--- src/rtl/iow_pkg.sv ---
package iow_pkg;

    localparam int unsigned IO_AW = 6;
    localparam int unsigned DM_AW = 8;
    localparam int unsigned DW    = 8;

    localparam logic [DM_AW-1:0] DM_BASE = 8'h20;
    localparam logic [DM_AW-1:0] DM_LAST = 8'h5F;

    localparam logic [IO_AW-1:0] A_FLG     = 6'h0A;
    localparam logic [IO_AW-1:0] A_ENA     = 6'h0B;
    localparam logic [IO_AW-1:0] A_DAT0    = 6'h12;
    localparam logic [IO_AW-1:0] A_DAT1    = 6'h2C;
    localparam logic [IO_AW-1:0] A_SREG    = 6'h3F;
    localparam logic [IO_AW-1:0] BIT_LIMIT = 6'h1F;

    typedef enum logic [1:0] {
        BOP_SET = 2'd0,
        BOP_CLR = 2'd1,
        BOP_SKS = 2'd2,
        BOP_SKC = 2'd3
    } bop_kind_e;

    // Stored status bits; the sign bit is derived on read.
    typedef struct packed {
        logic i;
        logic t;
        logic h;
        logic v;
        logic n;
        logic z;
        logic c;
    } sreg_st_t;

    typedef struct packed {
        logic h;
        logic v;
        logic n;
        logic z;
        logic c;
    } alu_flags_t;

    typedef struct packed {
        logic             en;
        logic [IO_AW-1:0] addr;
        logic [DW-1:0]    data;
    } wr_req_t;

    function automatic logic [DW-1:0] sreg_pack(input sreg_st_t s);
        return {s.i, s.t, s.h, s.n ^ s.v, s.v, s.n, s.z, s.c};
    endfunction

    function automatic sreg_st_t sreg_unpack(input logic [DW-1:0] d);
        sreg_st_t s;
        s.i = d[7];
        s.t = d[6];
        s.h = d[5];
        s.v = d[3];
        s.n = d[2];
        s.z = d[1];
        s.c = d[0];
        return s;
    endfunction

    function automatic logic is_test(input bop_kind_e k);
        return (k == BOP_SKS) || (k == BOP_SKC);
    endfunction

    function automatic logic dm_in_window(input logic [DM_AW-1:0] a);
        return (a >= DM_BASE) && (a <= DM_LAST);
    endfunction

endpackage

--- src/rtl/iow_sreg.sv ---
module iow_sreg
    import iow_pkg::*;
(
    input  logic          clk,
    input  logic          rst,
    input  logic          dwr_en,
    input  logic [DW-1:0] dwr_data,
    input  alu_flags_t    alu_we,
    input  alu_flags_t    alu_val,
    input  logic          irq_take,
    input  logic          irq_return,
    input  logic          bst_valid,
    input  logic          bst_bit,
    output sreg_st_t      q
);

    sreg_st_t nxt;

    always_comb begin
        nxt = q;
        if (alu_we.h) nxt.h = alu_val.h;
        if (alu_we.v) nxt.v = alu_val.v;
        if (alu_we.n) nxt.n = alu_val.n;
        if (alu_we.z) nxt.z = alu_val.z;
        if (alu_we.c) nxt.c = alu_val.c;
        if (bst_valid) nxt.t = bst_bit;
        if (irq_take)        nxt.i = 1'b0;
        else if (irq_return) nxt.i = 1'b1;
        if (dwr_en) nxt = sreg_unpack(dwr_data);
    end

    always_ff @(posedge clk) begin
        if (rst) q <= '0;
        else     q <= nxt;
    end

endmodule

--- src/rtl/iow_periph.sv ---
module iow_periph
    import iow_pkg::*;
#(
    parameter int unsigned NFLAG = 4
) (
    input  logic             clk,
    input  logic             rst,
    input  wr_req_t          wr,
    input  logic [NFLAG-1:0] hw_set,
    output logic [NFLAG-1:0] flg,
    output logic [NFLAG-1:0] ena,
    output logic [DW-1:0]    dat0,
    output logic [DW-1:0]    dat1
);

    logic hit_flg, hit_ena, hit_d0, hit_d1;

    assign hit_flg = wr.en && (wr.addr == A_FLG);
    assign hit_ena = wr.en && (wr.addr == A_ENA);
    assign hit_d0  = wr.en && (wr.addr == A_DAT0);
    assign hit_d1  = wr.en && (wr.addr == A_DAT1);

    always_ff @(posedge clk) begin
        if (rst) begin
            flg  <= '0;
            ena  <= '0;
            dat0 <= '0;
            dat1 <= '0;
        end else begin
            flg <= (hit_flg ? (flg & ~wr.data[NFLAG-1:0]) : flg) | hw_set;
            if (hit_ena) ena  <= wr.data[NFLAG-1:0];
            if (hit_d0)  dat0 <= wr.data;
            if (hit_d1)  dat1 <= wr.data;
        end
    end

endmodule

--- src/rtl/iow_bitop.sv ---
module iow_bitop
    import iow_pkg::*;
(
    input  logic             clk,
    input  logic             rst,
    input  logic             valid,
    input  bop_kind_e        kind,
    input  logic [IO_AW-1:0] addr,
    input  logic [2:0]       sel,
    input  logic [DW-1:0]    cur,
    output logic             wr_en,
    output logic [DW-1:0]    wr_data,
    output logic             skip,
    output logic             illegal
);

    logic          legal;
    logic [DW-1:0] mask;
    logic          tbit;
    logic          skip_nxt;

    assign legal   = addr <= BIT_LIMIT;
    assign mask    = DW'(1) << sel;
    assign tbit    = cur[sel];
    assign wr_en   = valid && legal && !is_test(kind);
    assign wr_data = (kind == BOP_SET) ? (cur | mask) : (cur & ~mask);

    always_comb begin
        skip_nxt = 1'b0;
        if (valid && legal) begin
            if (kind == BOP_SKS)      skip_nxt = tbit;
            else if (kind == BOP_SKC) skip_nxt = !tbit;
        end
    end

    always_ff @(posedge clk) begin
        if (rst) begin
            skip    <= 1'b0;
            illegal <= 1'b0;
        end else begin
            skip    <= skip_nxt;
            illegal <= valid && !legal;
        end
    end

endmodule

--- src/rtl/iowin.sv ---
module iowin
    import iow_pkg::*;
#(
    parameter int unsigned NFLAG = 4
) (
    input  logic             clk,
    input  logic             rst,
    input  logic [5:0]       io_addr,
    input  logic             io_wr,
    input  logic [7:0]       io_wdata,
    output logic [7:0]       io_rdata,
    input  logic [7:0]       dm_addr,
    input  logic             dm_wr,
    input  logic [7:0]       dm_wdata,
    output logic [7:0]       dm_rdata,
    input  logic             bop_valid,
    input  logic [1:0]       bop_kind,
    input  logic [5:0]       bop_addr,
    input  logic [2:0]       bop_sel,
    output logic             bop_skip,
    output logic             bop_illegal,
    input  logic [4:0]       alu_we,
    input  logic [4:0]       alu_flags,
    input  logic             irq_take,
    input  logic             irq_return,
    input  logic             bst_valid,
    input  logic [7:0]       bst_opnd,
    input  logic [2:0]       bst_sel,
    input  logic [7:0]       bld_opnd,
    input  logic [2:0]       bld_sel,
    output logic [7:0]       bld_result,
    input  logic [NFLAG-1:0] hw_flag_set,
    output logic [NFLAG-1:0] irq_out
);

    sreg_st_t         sreg_q;
    logic [DW-1:0]    sreg_val;
    logic             sreg_wr;
    logic [NFLAG-1:0] flg, ena;
    logic [DW-1:0]    dat0, dat1;
    logic [DW-1:0]    bop_rd;
    logic             bop_wen;
    logic [DW-1:0]    bop_wdata;
    logic             dm_hit;
    logic [IO_AW-1:0] dm_idx;
    wr_req_t          wr;

    assign sreg_val = sreg_pack(sreg_q);

    function automatic logic [DW-1:0] rd_reg(input logic [IO_AW-1:0] a);
        case (a)
            A_FLG:   return DW'(flg);
            A_ENA:   return DW'(ena);
            A_DAT0:  return dat0;
            A_DAT1:  return dat1;
            A_SREG:  return sreg_val;
            default: return '0;
        endcase
    endfunction

    assign dm_hit   = dm_in_window(dm_addr);
    assign dm_idx   = IO_AW'(dm_addr - DM_BASE);
    assign io_rdata = rd_reg(io_addr);
    assign dm_rdata = dm_hit ? rd_reg(dm_idx) : '0;
    assign bop_rd   = rd_reg(bop_addr);

    iow_bitop u_bitop (
        .clk     (clk),
        .rst     (rst),
        .valid   (bop_valid),
        .kind    (bop_kind_e'(bop_kind)),
        .addr    (bop_addr),
        .sel     (bop_sel),
        .cur     (bop_rd),
        .wr_en   (bop_wen),
        .wr_data (bop_wdata),
        .skip    (bop_skip),
        .illegal (bop_illegal)
    );

    // Single write port: bit op, then I/O view, then data view.
    always_comb begin
        wr = '0;
        if (bop_wen) begin
            wr.en = 1'b1; wr.addr = bop_addr; wr.data = bop_wdata;
        end else if (io_wr) begin
            wr.en = 1'b1; wr.addr = io_addr; wr.data = io_wdata;
        end else if (dm_wr && dm_hit) begin
            wr.en = 1'b1; wr.addr = dm_idx; wr.data = dm_wdata;
        end
    end

    assign sreg_wr = wr.en && (wr.addr == A_SREG);

    iow_periph #(.NFLAG(NFLAG)) u_periph (
        .clk    (clk),
        .rst    (rst),
        .wr     (wr),
        .hw_set (hw_flag_set),
        .flg    (flg),
        .ena    (ena),
        .dat0   (dat0),
        .dat1   (dat1)
    );

    iow_sreg u_sreg (
        .clk        (clk),
        .rst        (rst),
        .dwr_en     (sreg_wr),
        .dwr_data   (wr.data),
        .alu_we     (alu_flags_t'(alu_we)),
        .alu_val    (alu_flags_t'(alu_flags)),
        .irq_take   (irq_take),
        .irq_return (irq_return),
        .bst_valid  (bst_valid),
        .bst_bit    (bst_opnd[bst_sel]),
        .q          (sreg_q)
    );

    always_comb begin
        bld_result          = bld_opnd;
        bld_result[bld_sel] = sreg_q.t;
    end

    for (genvar k = 0; k < NFLAG; k++) begin : g_irq
        assign irq_out[k] = sreg_q.i && flg[k] && ena[k];
    end

endmodule

--- config.mk ---
export PLATFORM = sky130hd
export DESIGN_NAME = iowin
export DESIGN_NICKNAME = d
export VERILOG_FILES = /design/src/rtl/iow_pkg.sv /design/src/rtl/iow_sreg.sv /design/src/rtl/iow_periph.sv /design/src/rtl/iow_bitop.sv /design/src/rtl/iowin.sv
export SDC_FILE = /design/constraint.sdc
export NUM_CORES = 1
export LEC_CHECK = 0
export CORE_MARGIN = 4
export CORE_UTILIZATION = 39
export DETAILED_ROUTE_END_ITERATION = 10
export GPL_TIMING_DRIVEN = 0
export PLACE_DENSITY = 0.72
export SYNTH_ARGS = -nofsm -noshare
export SYNTH_HDL_FRONTEND = slang
export SYNTH_SLANG_ARGS = --single-unit
--- constraint.sdc ---
create_clock -name clk -period 6.7 [get_ports clk]
set_input_delay 1.34 -clock clk [delete_from_list [all_inputs] [get_ports clk]]
set_output_delay 1.34 -clock clk [all_outputs]
set_load 0.02 [all_outputs]
# Word level (Yosys, flattened, before mapping)
# Index checks and enable logic that the tools add are counted.
# op_classes
n_addsub	1
magnitude_cmp	7
n_eq_ne	22
shifts	1
mux	27
bitwise_logic	8
reduce_logical	32
# op_table
cell	count
8-bit one-hot mux with 5 select lines	3
6-bit by 4-bit == test with 1-bit output, second input constant	8
6-bit == test, second input constant	8
15-bit 2-to-1 mux	3
6-bit by 5-bit == test with 1-bit output, second input constant	4
1-bit logical AND	19
8-bit 2-to-1 mux	2
1-bit 2-to-1 mux	13
3-bit by 4-bit < comparator with 1-bit output, second input constant	3
2-bit nonzero test	6
8-bit AND	1
8-bit bitwise mux	1
8-bit by 6-bit greater-or-equal comparator with 1-bit output, second input constant	1
8-bit by 7-bit <= comparator with 1-bit output, second input constant	1
8-bit inverter	1
8-bit OR	1
1-bit by 3-bit << shifter with 8-bit output, first input constant	1
7-bit 2-to-1 mux	1
1-bit binary-select mux with 3-bit select	2
6-bit by 5-bit <= comparator with 1-bit output, second input constant	1
6-bit subtractor, second input constant	1
4-bit AND	1
2-bit == test, second input constant	2
4-bit 2-to-1 mux	1
11 further kinds	13
# word_totals
regBits	33
out_inout_bits	30
word_cells	111

# Logic depth before layout (Yosys ltp)
# Gate-level depths: netlist (run 1).
# logic_depth
ltp_word	10
depth_mapped	8

# Modules after synthesis
# A second synthesis (run 1) with hierarchy kept.
# unflattened
cells_unflattened	369
hier_area_um2	3149.3
# modules_own_cells
mod	instances	cells_per_inst	area_per_inst_um2
iowin	1	201	1450.1
iow_periph	1	100	1029.7
iow_sreg	1	30	341.6
iow_bitop	1	38	327.8

# Worst setup path after synthesis (run 1)
# Ideal clock, no wire load.
# synth_timing
path_type	input-to-output
from	input dm_addr[0]
to	output dm_rdata[0]
arrival_time_ns	3.156
required_ns	5.360
setup_slack_ns	2.204
path_stages	4
n_path_buf	1
cell_sequence	clkbuf_1 > nor4b_1 > o41ai_1 > a21oi_1
# synth_between
elab_chain_len	4
elab_cells_between_ends	11
classes_between	add/sub: 1; order compare: 2; eq/ne: 5; mux: 2; reduce/logical: 1
# synth_rtl
element	line	rtl
start, declared	iowin.sv:12	input logic [7:0] dm_addr,
6-bit subtractor	iowin.sv:62	assign dm_idx = IO_AW'(dm_addr - DM_BASE);
6-bit == test (tied with other cells)	iowin.sv:51	case (a)
8-bit one-hot mux with 5 select lines	iowin.sv:51	
8-bit 2-to-1 mux (*)	iowin.sv:64	assign dm_rdata = dm_hit ? rd_reg(dm_idx) : '0;
end, declared	iowin.sv:15	output logic [7:0] dm_rdata,
# Every way passes the cells marked *; elsewhere a longest branch is shown, timed or not.

# Final worst setup path (run 1)
# layout_timing
from	input dm_addr[5]
to	output dm_rdata[0]
# The elaborated chain is that of the path after synthesis.

==> qor_table.md, run 1 <==
| Stage | Quantity | This run |
| --- | --- | --- |
| logic synthesis | Synth async-reset ratio | 0% |
| timing | RSZ-0062 raised after global routing | false |
| logic synthesis | Top post-synthesis cells by count | sky130_fd_sc_hd__mux2i_1, sky130_fd_sc_hd__dfxtp_1, sky130_fd_sc_hd__nor2_1 |
| worst setup path | Startpoint type of the worst setup path | input pin |
| power | Clock share of power | 34.9% |
| die | Height of the chip | 95.9 um |
| grt | Number of global-route vias before repair | 3296 |
| timing | Highest clock rate | 179 MHz |
| flow run | Maximum capacitance violations | 0 |
| timing | Final setup violation count | 0 |
| detailed routing | WL final | 11.4 mm |
| worst setup path | Cell chain of the critical path | clkdlybuf4s50_1, nand3b_1, nor4b_2, o41ai_2, a21oi_1, clkdlybuf4s50_1 |
| detailed routing | Wire per inst | 19.9 um |
| placed design | Detailed placer's ending HPWL | 8.80 mm |
| clock network | Hold_buf cts | 0 |
| logic synthesis | Synthesized net count | 444 |
| die | Area of the die | 0.00920 sq mm |
| die | Num ports | 115 |
| clock network | # resized after CTS | 0 |
| power | Internal power contribution | 0.399 mW |
| clock network | Count of H-tree levels built during CTS | 2 |
| grt | Antenna violations before repair | 0 |
| detailed routing | Drt first-iter violations | 318 |
| power | Share of total power in sequential cells | 37.0% |
| power | Total power density per cell area | 129 mW/mm^2 |
| power | Net switching power | 0.165 mW |
| cells and area | Non-Filler Cell Area, Final | 0.00436 sq mm |
| grt | Sum of overflow across all layers after global routing | 0 |
| detailed routing | Remaining routing DRC violations | 0 |
| detailed routing | Number of vias in the routed layout | 3438 |
| logic synthesis | Portion of the post-synthesis area used by sequential elements | 21.9% |
| worst setup path | Crit Path Class | input pin to output pin |
| placed design | Gp weighted congestion | 0.981 |
| die | Count of standard-cell rows | 31 |
| clock network | Later-pin clock latency in the skew report | 0.29 ns |
| die | Initial core utilization | 40.9% |
| timing | Final worst-path cycle share | 83.6% |
| logic synthesis | YS warnings | 0 |
| placed design | Pre-CTS setup slack | 1.11 ns |
| die | Width of the chip | 95.9 um |
| timing | Worst Slack Setup Final | 1.10 ns |
| cells and area | Layout Area Growth over Synthesis | 44.5% |
| worst setup path | Critical Path AT | 4.26 ns |
| logic synthesis | Dominant register cell in the synthesized netlist | sky130_fd_sc_hd__dfxtp_1 |
| logic synthesis | Count of flip-flops with a built-in enable after synthesis | 0 |
| worst setup path | Cell with the most instances on the worst path | sky130_fd_sc_hd__clkdlybuf4s50_1 |
| clock network | Max Root-Sink Buffers | 2 |
| worst setup path | Highest fanout seen on the critical path | 9 |
| cells and area | Total inserted antenna cells | 0 |
| detailed routing | Number of iterations in the first detailed-routing pass | 6 |
| clock network | TritonCTS clock tree | yes |
| logic synthesis | Cell type contributing the most total cell area after synthesis | sky130_fd_sc_hd__dfxtp_1 |
| worst setup path | Crit path largest cell delay | 0.90 ns |
| timing | Clock Skew | 0.00721 ns |
| grt | Maximum number of pins on one net before global-route repair | 13 |
| min path | Hold/Removal Path Class | register to register |
| cells and area | Fraction of final layout cells with drive strength greater than 1 | 12.7% |
| timing | Slew headroom | 24.3% |
| clock network | Number of buffers inserted during clock tree synthesis | 5 |
| timing | Min Clock Period, post-route | 5.60 ns |
| logic synthesis | Syn_area_per_cell | 8.40 sq um |
| logic synthesis | Synth Register Bits | 33 |
| detailed routing | Post-detailed-route count of antenna-violating nets | 0 |
| cells and area | Post-layout net count | 558 |
| status | Status | finished, final reports clean |
| clock network | Clk sink count | 33 |
| logic synthesis | Cell variety after synth | 59 |
| power | Max VDD drop | 0.000108 V |
| detailed routing | Number of vias per cell after detailed routing | 6.00 |
| timing | Max-slew violation total from the final report | 0 |
| logic synthesis | Cell types occupying the most area after synthesis | sky130_fd_sc_hd__dfxtp_1, sky130_fd_sc_hd__mux2i_1, sky130_fd_sc_hd__mux2_2 |
| die | Floorplan Core Area | 0.00737 sq mm |
| power | Switching share of power | 29.2% |
| logic synthesis | Most repeated cell in the gate-level netlist after synthesis | sky130_fd_sc_hd__mux2i_1 |
| power | Comb pwr share | 28.1% |
| worst setup path | Critical Path RT | 5.36 ns |
| timing | Slew of the pin with the lowest slew margin | 1.13 ns |
| clock network | Clk pin slew, worst setup/hold paths | 0.07 ns |
| clock network | Buffer cell driving the clock tree root | sky130_fd_sc_hd__clkbuf_8 |
| placed design | Port-buffer cells | 107 |
| placed design | Total cell area at the placement stage | 0.00423 sq mm |
| worst setup path | Crit end category | output pin |
| power | Cell leakage power | 1.51 nW |
| timing | Endpoints failing hold | 0 |
| worst setup path | Cell with the biggest individual delay on the critical path | sky130_fd_sc_hd__nor4b_2 |
| clock network | Postcts setup bufs | 0 |
| grt | Wire length of the first global-routing pass | 17.4 mm |
| timing | Total negative slack for setup checks | 0 ns |
| grt | Overall fraction of global-route tracks in use | 24.9% |
| logic synthesis | Cell area after synthesis | 0.00302 sq mm |
| logic synthesis | Synthesized instance count | 359 |
| logic synthesis | Top cell type's share of synthesized area | 21.9% |
flip-flops by register name (all words and copies together) (netlist names):
signal / cells
u_periph.flg: 4
u_sreg.q: 7
u_bitop.illegal: 1
u_periph.dat1: 8
u_periph.ena: 4
u_bitop.skip: 1
u_periph.dat0: 8
through the flow:
step | utilization, % | hold slack, ns | total power, mW | cells
6_report | 59.1 | 0.521 | 0.563 | 573
4_1_cts | 59.0 | 0.516 | 0.562 | 573
3_5_place_dp | 57.4 | 0.501 | 0.368 | 565
2_1_floorplan | - | 0.469 | 0.287 | 359
5_1_grt | 59.1 | 0.548 | 0.588 | 573
3_3_place_gp | 57.1 | 0.491 | 0.365 | 565
worst max-delay path: cells and delay by family:
kind | cells | cell delay [ns]
AOI/OAI and AO/OA | 2 | 0.66
and+or+nand+nor | 2 | 1.05
buffers and inverters | 2 | 1.21
power groups by stage:
stage	sequential [mW]	clock (mW)	combinational, mW
global route	0.209	0.208	0.170
floorplan	0.211	0	0.0764
global placement	0.213	0	0.152
finish	0.209	0.196	0.158
detailed placement	0.213	0	0.156
CTS	0.208	0.197	0.157
cells by family (layout without fill, tap and decap cells):
| logic type | after synthesis | after routing | share of synthesized area [%] |
|---|---|---|---|
| xor+xnor | 2 | 2 | 0.830 |
| flops | 33 | 33 | 21.9 |
| buf+inv | 30 | 145 | 4.56 |
| mux | 61 | 61 | 21.9 |
| compound gates | 90 | 90 | 22.8 |
| simple gates | 143 | 143 | 28.0 |
path summary, 6_finish.rpt:
check | startpoint | to | slack (ns) | depth (start not counted)
max | dm_addr[5] | dm_rdata[0] | 1.10 | 6
min | u_periph.dat1[6] | u_periph.dat1[6] | 0.52 | 2
max reg2reg | u_periph.dat1[3] | u_periph.dat1[3] | 4.59 | 6
min reg2reg | u_periph.dat1[6] | u_periph.dat1[6] | 0.52 | 2
placed cells by master, fill, tap and decap left out, drive strengths merged, types with 3 or more instances in the layout:
cell type / instances
clkdlybuf4s50: 107
mux2i: 41
dfxtp: 33
nor2: 29
nand2b: 23
clkbuf: 21
a21oi: 20
nand2: 18
mux2: 18
a22oi: 13
a222oi: 10
nand3: 9
o21ai: 9
buf: 9
nor3: 8
a221oi: 8
or2: 8
a211oi: 7
nor4: 7
nand3b: 6
and3: 6
nor3b: 6
a221o: 5
inv: 5
nand4: 4
nor2b: 4
a211o: 3
or4b: 3
a22o: 3
nor4b: 3
final cells by class:
type                    count  area, sq um
plain buffers              25          119
inverters                   5         18.8
flip-flops and latches     33          661
clock buffers               5         68.8
well taps                  99          124
fillers                   680         3010
multi-input cells         296         2250
repair buffers            107         1070
clock inverters             3         46.3
routing by layer:
metal  vias up  part of all wire [%]  track usage [%]  wire, um
met1      1609                    42             32.8      4810
li1       1629                     -                -         -
met4         0                   1.7             6.87       193
met5         -                     0                0         0
met3        21                   8.0             4.69       918
met2       179                    48             41.4      5500
No activity file was read; power rests on OpenSTA's default activity.
==> run 2: changes to the inputs <==
--- a/config.mk
+++ b/config.mk
@@ -9,7 +9,7 @@
 export CORE_UTILIZATION = 39
 export DETAILED_ROUTE_END_ITERATION = 10
 export GPL_TIMING_DRIVEN = 0
-export PLACE_DENSITY = 0.72
+export PLACE_DENSITY = 0.75
 export SYNTH_ARGS = -nofsm -noshare
 export SYNTH_HDL_FRONTEND = slang
 export SYNTH_SLANG_ARGS = --single-unit
==> constraint.sdc (replaced) <==
create_clock -name clk -period 4.5 [get_ports clk]
set_input_delay 0.9 -clock clk [delete_from_list [all_inputs] [get_ports clk]]
set_output_delay 0.9 -clock clk [all_outputs]
set_load 0.02 [all_outputs]
==> run 2 against run 1 <==
Effect of this change:
- die area unchanged
- core utilization fell by 0.10 points
- count of clock-buffer cells in the layout rose by 1
- non-clock buffer count stayed put
- worst hold slack got worse by 0.011 ns
- critical path type unchanged
- routed wire length fell by 4.4%
- sequential share of layout area hardly changed
==> qor_table.md, run 2 (same netlist as run 1, synthesis figures left out) <==
| Stage | Quantity | This run |
| --- | --- | --- |
| worst setup path | Critical Path AT | 3.46 ns |
| timing | RSZ-0062 raised after global routing | false |
| clock network | Number of buffers inserted during clock tree synthesis | 5 |
| cells and area | Layout Area Growth over Synthesis | 44.3% |
| clock network | Clk pin slew, worst setup/hold paths | 0.07 ns |
| detailed routing | Number of iterations in the first detailed-routing pass | 6 |
| cells and area | Final standard cell count with taps included and fillers excluded | 572 |
| timing | Min Clock Period, post-route | 4.36 ns |
| worst setup path | Cell with the most instances on the worst path | sky130_fd_sc_hd__clkdlybuf4s50_1 |
| min path | Hold Path Stages | 2 |
| status | Status | finished, final reports clean |
| die | Floorplan Core Area | 0.00737 sq mm |
| placed design | Detailed placer's ending HPWL | 8.63 mm |
| power | Max VDD drop | 0.000153 V |
| detailed routing | Post-detailed-route count of antenna-violating nets | 0 |
| placed design | Port-buffer cells | 107 |
| placed design | Gp weighted congestion | 0.952 |
| clock network | Postcts setup bufs | 0 |
| power | Cell leakage power | 1.50 nW |
| cells and area | Commonest non-fill, non-tap cell in the layout | sky130_fd_sc_hd__clkdlybuf4s50_1 |
| grt | Sum of overflow across all layers after global routing | 0 |
| clock network | # resized after CTS | 4 |
| cells and area | Most frequent cells in the layout | sky130_fd_sc_hd__clkdlybuf4s50_1, sky130_fd_sc_hd__mux2i_1, sky130_fd_sc_hd__dfxtp_1 |
| flow run | Maximum capacitance violations | 0 |
| worst setup path | Crit Path Class | input pin to output pin |
| die | Num ports | 115 |
| clock network | Clk sink count | 33 |
| clock network | Later-pin clock latency in the skew report | 0.29 ns |
| worst setup path | Crit end category | output pin |
| clock network | Buffer cell driving the clock tree root | sky130_fd_sc_hd__clkbuf_8 |
| worst setup path | Start point of the critical path | dm_addr[5] |
| detailed routing | WL final | 10.9 mm |
| worst setup path | Crit path largest cell delay | 0.65 ns |
| grt | Antenna violations before repair | 0 |
| timing | Max-slew violation total from the final report | 0 |
| min path | Hold/Removal Path Class | register to register |
| worst setup path | R2R cell count | 6 |
| power | Total power density per cell area | 180 mW/mm^2 |
| detailed routing | Remaining routing DRC violations | 0 |
| cells and area | Non-Filler Cell Area, Final | 0.00435 sq mm |
| cells and area | Total inserted antenna cells | 0 |
| cells and area | Largest registers ranked by flip-flop count | u_periph.dat0: 8 flops, u_periph.dat1: 8 flops, u_sreg.q: 7 flops |
| clock network | Hold_buf cts | 0 |
| timing | Slew headroom | 29.0% |
| worst setup path | Cell chain of the critical path | clkdlybuf4s50_1, nand2b_1, nor2_1, o41ai_2, a21oi_1, clkdlybuf4s50_1 |
| cells and area | Fraction of final layout cells with drive strength greater than 1 | 12.5% |
| power | Total Power | 0.784 mW |
| placed design | Total cell area at the placement stage | 0.00422 sq mm |
| grt | Maximum number of pins on one net before global-route repair | 11 |
| detailed routing | Wire per inst | 19.1 um |
| placed design | Inst Count DP | 565 |
| clock network | Max Root-Sink Buffers | 2 |
| grt | Number of global-route vias before repair | 3147 |
| cells and area | Post-layout net count | 558 |
| die | Count of standard-cell rows | 31 |
| timing | Total negative slack for setup checks | 0 ns |
| die | Initial core utilization | 40.9% |
| clock network | Count of H-tree levels built during CTS | 2 |
| timing | Slew of the pin with the lowest slew margin | 1.06 ns |
| die | Height of the chip | 95.9 um |
| die | Area of the die | 0.00920 sq mm |
| min path | Source of the worst hold timing path | u_periph.dat1[6] |
| worst setup path | Highest fanout seen on the critical path | 9 |
| grt | Wire length of the first global-routing pass | 16.4 mm |
| worst setup path | Critical Path RT | 3.60 ns |
| detailed routing | Drt first-iter violations | 341 |
| worst setup path | Startpoint type of the worst setup path | input pin |
| timing | Final worst-path cycle share | 96.8% |
| grt | Overall fraction of global-route tracks in use | 23.1% |
| worst setup path | Start of the worst register-to-register path | u_periph.dat1[3] |
| detailed routing | Number of vias in the routed layout | 3431 |
| detailed routing | Number of vias per cell after detailed routing | 6.00 |
| timing | Highest clock rate | 230 MHz |
| timing | Endpoints failing hold | 0 |
| die | Width of the chip | 95.9 um |
| worst setup path | Cell with the biggest individual delay on the critical path | sky130_fd_sc_hd__clkdlybuf4s50_1 |
| clock network | TritonCTS clock tree | yes |
| timing | Clock Skew | 0.0142 ns |
| timing | Final setup violation count | 0 |
run 2: final cells by class:
cell class	count	area, sq um
fillers	688	3020
multi-input cells	296	2270
repair buffers	107	1070
flip-flops and latches	33	661
well taps	99	124
plain buffers	25	119
clock buffers	6	82.6
inverters	5	18.8
clock inverters	1	7.51
run 2: critical path: cells and delay by family:
family | cells | cell delay [ns]
AO/OA/AOI/OAI | 2 | 0.53
buffers and inverters | 2 | 1.16
AND/OR/NAND/NOR | 2 | 0.85
run 2: path summary, 6_finish.rpt:
kind                            to  slack (ns)
hold reg to reg   u_periph.dat1[6]        0.51
setup reg to reg  u_periph.dat1[3]        2.44
setup / recovery       dm_rdata[3]        0.14
hold / removal    u_periph.dat1[6]        0.51
run 2: report_power, final:
part / total, mW / internal (mW) / switching, mW
Sequential: 0.311 / 0.300 / 0.0107
Combinational: 0.237 / 0.128 / 0.109
Clock: 0.237 / 0.121 / 0.116
Total: 0.784 / 0.549 / 0.235
run 2: through the flow:
step / utilization (%) / hold slack, ns / worst slack, ns
finish: 59.0 / 0.509 / 0.144
global route: 59.0 / 0.537 / 0.0194
CTS: 58.8 / 0.508 / 0.0300
detailed placement: 57.2 / 0.498 / -0.584
global placement: 57.1 / 0.490 / -0.737
floorplan: - / 0.469 / 0.884
run 2: per-layer routing:
layer | GRT usage (%) | wire length (um) | vias up
li1 | - | - | 1620
met1 | 31.3 | 4640 | 1635
met2 | 38.1 | 5220 | 167
met3 | 4.93 | 956 | 9
met4 | 3.91 | 95 | 0
met5 | 0 | 0 | -
==> run 3: changes to the inputs <==
--- a/config.mk
+++ b/config.mk
@@ -5,6 +5,7 @@
 export SDC_FILE = /design/constraint.sdc
 export NUM_CORES = 1
 export LEC_CHECK = 0
+export CAP_MARGIN = 20
 export CORE_MARGIN = 4
 export CORE_UTILIZATION = 39
 export DETAILED_ROUTE_END_ITERATION = 10
==> run 3 against run 2 <==
Effect of this change:
- combinational power is essentially flat
- largest power group unchanged
- final area about the same
- register-to-register slack worse by 0.05 ns
- highest routed layer unchanged
- largest cell class unchanged
- power decreased by 2.0%
- final cell count increased by 1.0%
==> qor_table.md, run 3 (same netlist as run 1, synthesis figures left out) <==
| Stage | Quantity | This run |
| --- | --- | --- |
| detailed routing | Number of vias per cell after detailed routing | 5.97 |
| worst setup path | Cell with the biggest individual delay on the critical path | sky130_fd_sc_hd__nor3_1 |
| worst setup path | Critical Path AT | 3.46 ns |
| die | Num ports | 115 |
| cells and area | Largest registers ranked by flip-flop count | u_periph.dat0: 8 flops, u_periph.dat1: 8 flops, u_sreg.q: 7 flops |
| timing | Total negative slack for setup checks | 0 ns |
| cells and area | Most frequent cells in the layout | sky130_fd_sc_hd__clkdlybuf4s50_1, sky130_fd_sc_hd__mux2i_1, sky130_fd_sc_hd__dfxtp_1 |
| timing | Endpoints failing hold | 0 |
| die | Area of the die | 0.00920 sq mm |
| flow run | Maximum capacitance violations | 0 |
| power | Total power density per cell area | 177 mW/mm^2 |
| die | Count of standard-cell rows | 31 |
| clock network | Hold_buf cts | 0 |
| grt | Sum of overflow across all layers after global routing | 0 |
| grt | Number of global-route vias before repair | 3233 |
| grt | Overall fraction of global-route tracks in use | 23.1% |
| placed design | Total cell area at the placement stage | 0.00425 sq mm |
| clock network | Clk sink count | 33 |
| clock network | Max Root-Sink Buffers | 2 |
| cells and area | Sequential Area | 661 sq um |
| grt | Wire length of the first global-routing pass | 16.5 mm |
| min path | Hold/Removal Path Class | register to register |
| die | Width of the chip | 95.9 um |
| worst setup path | Number of buffer and inverter stages on the critical path | 2 |
| detailed routing | Wire per inst | 19.1 um |
| timing | Highest clock rate | 229 MHz |
| placed design | Detailed placer's ending HPWL | 8.65 mm |
| cells and area | Fraction of final layout cells with drive strength greater than 1 | 12.9% |
| power | Total Power | 0.769 mW |
| detailed routing | Number of vias in the routed layout | 3448 |
| timing | Clock Skew | 0.00991 ns |
| clock network | TritonCTS clock tree | yes |
| placed design | Gp weighted congestion | 0.952 |
| detailed routing | Post-detailed-route count of antenna-violating nets | 0 |
| power | Cell leakage power | 1.52 nW |
| cells and area | Total inserted antenna cells | 0 |
| detailed routing | Number of iterations in the first detailed-routing pass | 9 |
| worst setup path | Cell chain of the critical path | clkdlybuf4s50_1, nand2_1, nor3_1, nand2_1, o21ai_0, a221o_1, clkdlybuf4s50_1 |
| timing | Slew headroom | 26.8% |
| status | Status | finished, final reports clean |
| timing | Final worst-path cycle share | 96.9% |
| detailed routing | Drt first-iter violations | 433 |
| timing | Final setup violation count | 0 |
| timing | RSZ-0062 raised after global routing | false |
| timing | Min Clock Period, post-route | 4.36 ns |
| clock network | Later-pin clock latency in the skew report | 0.29 ns |
| placed design | Port-buffer cells | 107 |
| grt | Antenna violations before repair | 0 |
| cells and area | Non-Filler Cell Area, Final | 0.00435 sq mm |
| worst setup path | Critical Path RT | 3.60 ns |
| worst setup path | Crit end category | output pin |
| power | Max VDD drop | 0.000118 V |
| worst setup path | Highest fanout seen on the critical path | 8 |
| die | Floorplan Core Area | 0.00737 sq mm |
| die | Initial core utilization | 40.9% |
| cells and area | Post-layout net count | 563 |
| timing | Max-slew violation total from the final report | 0 |
| cells and area | Commonest non-fill, non-tap cell in the layout | sky130_fd_sc_hd__clkdlybuf4s50_1 |
| worst setup path | Crit Path Class | input pin to output pin |
| clock network | Count of H-tree levels built during CTS | 2 |
| detailed routing | WL final | 11.0 mm |
| die | Height of the chip | 95.9 um |
| timing | Slew of the pin with the lowest slew margin | 1.09 ns |
| worst setup path | Startpoint type of the worst setup path | input pin |
| timing | WHS | 0.521 ns |
| clock network | Number of buffers inserted during clock tree synthesis | 5 |
| clock network | Buffer cell driving the clock tree root | sky130_fd_sc_hd__clkbuf_8 |
| worst setup path | Crit path largest cell delay | 0.90 ns |
| cells and area | Filler instances | 671 |
| detailed routing | Remaining routing DRC violations | 0 |
| clock network | Clk pin slew, worst setup/hold paths | 0.07 ns |
| worst setup path | Largest delay share family, worst path | buffers and inverters |
| grt | Maximum number of pins on one net before global-route repair | 11 |
| cells and area | Total area of multi-input combinational cells | 0.00224 sq mm |
| cells and area | Layout Area Growth over Synthesis | 44.4% |
-- run 3: cell types whose count changed in the layout (fill, tap and decap cells not counted), sizes merged --
cell	before	now
buf	9	12
clkdlybuf4s18	0	2
clkinv	0	2
clkinvlp	1	0
-- run 3: worst register-to-register path, stage by stage (launching register included) --
cell and delay, ns:
sky130_fd_sc_hd__dfxtp_1 0.41, sky130_fd_sc_hd__or4b_2 0.60, sky130_fd_sc_hd__a21oi_1 0.18, sky130_fd_sc_hd__a2111oi_0 0.09, sky130_fd_sc_hd__o22a_1 0.26, sky130_fd_sc_hd__or2_2 0.33, sky130_fd_sc_hd__mux2i_1 0.17
-- run 3: per-stage QoR --
stage | std cells | setup slack (ns) | utilization, %
6_report | 578 | 0.141 | 59.1
5_1_grt | 578 | 0.0730 | 59.1
3_3_place_gp | 565 | -0.737 | 57.1
2_1_floorplan | 359 | 0.884 | -
3_5_place_dp | 569 | -0.173 | 57.6
4_1_cts | 577 | 0.0527 | 58.9
-- run 3: area by class of cell --
cell class | instances | area share, %
Tap cell | 99 | 2.84
Clock inverter | 2 | 0.230
Sequential cell | 33 | 15.2
Inverter | 5 | 0.431
Buffer | 25 | 2.73
Clock buffer | 6 | 1.67
Multi-Input combinational cell | 296 | 51.5
Timing Repair Buffer | 112 | 25.5
-- run 3: path summary, 6_finish.rpt --
| path | from | endpoint | slack, ns | cells after the start |
|---|---|---|---|---|
| worst min-delay path | u_periph.dat1[6] | u_periph.dat1[6] | 0.52 | 2 |
| worst max-delay path | io_addr[3] | io_rdata[3] | 0.14 | 7 |
| worst min register to register | u_periph.dat1[6] | u_periph.dat1[6] | 0.52 | 2 |
| worst max register to register | u_periph.dat1[3] | u_periph.dat1[3] | 2.39 | 6 |
-- run 3: timing repair --
action	4_1_cts	5_1_grt
resized for setup	1	2
setup endpoints to repair	6	6
pin swaps	0	1
buffers inserted	0	1
-- run 3: routing by layer --
layer	GRT usage, %	routed length, um	up-vias
met2	37.6	5180	200
met4	5.92	170	0
li1	-	-	1632
met5	0	0	-
met3	3.21	1000	21
met1	32.1	4680	1595
-- run 3: report_power, final --
group	internal [mW]	switching, mW	total, mW
combinational	0.128	0.107	0.236
clock	0.107	0.115	0.222
sequential	0.300	0.0111	0.311
total	0.536	0.233	0.769
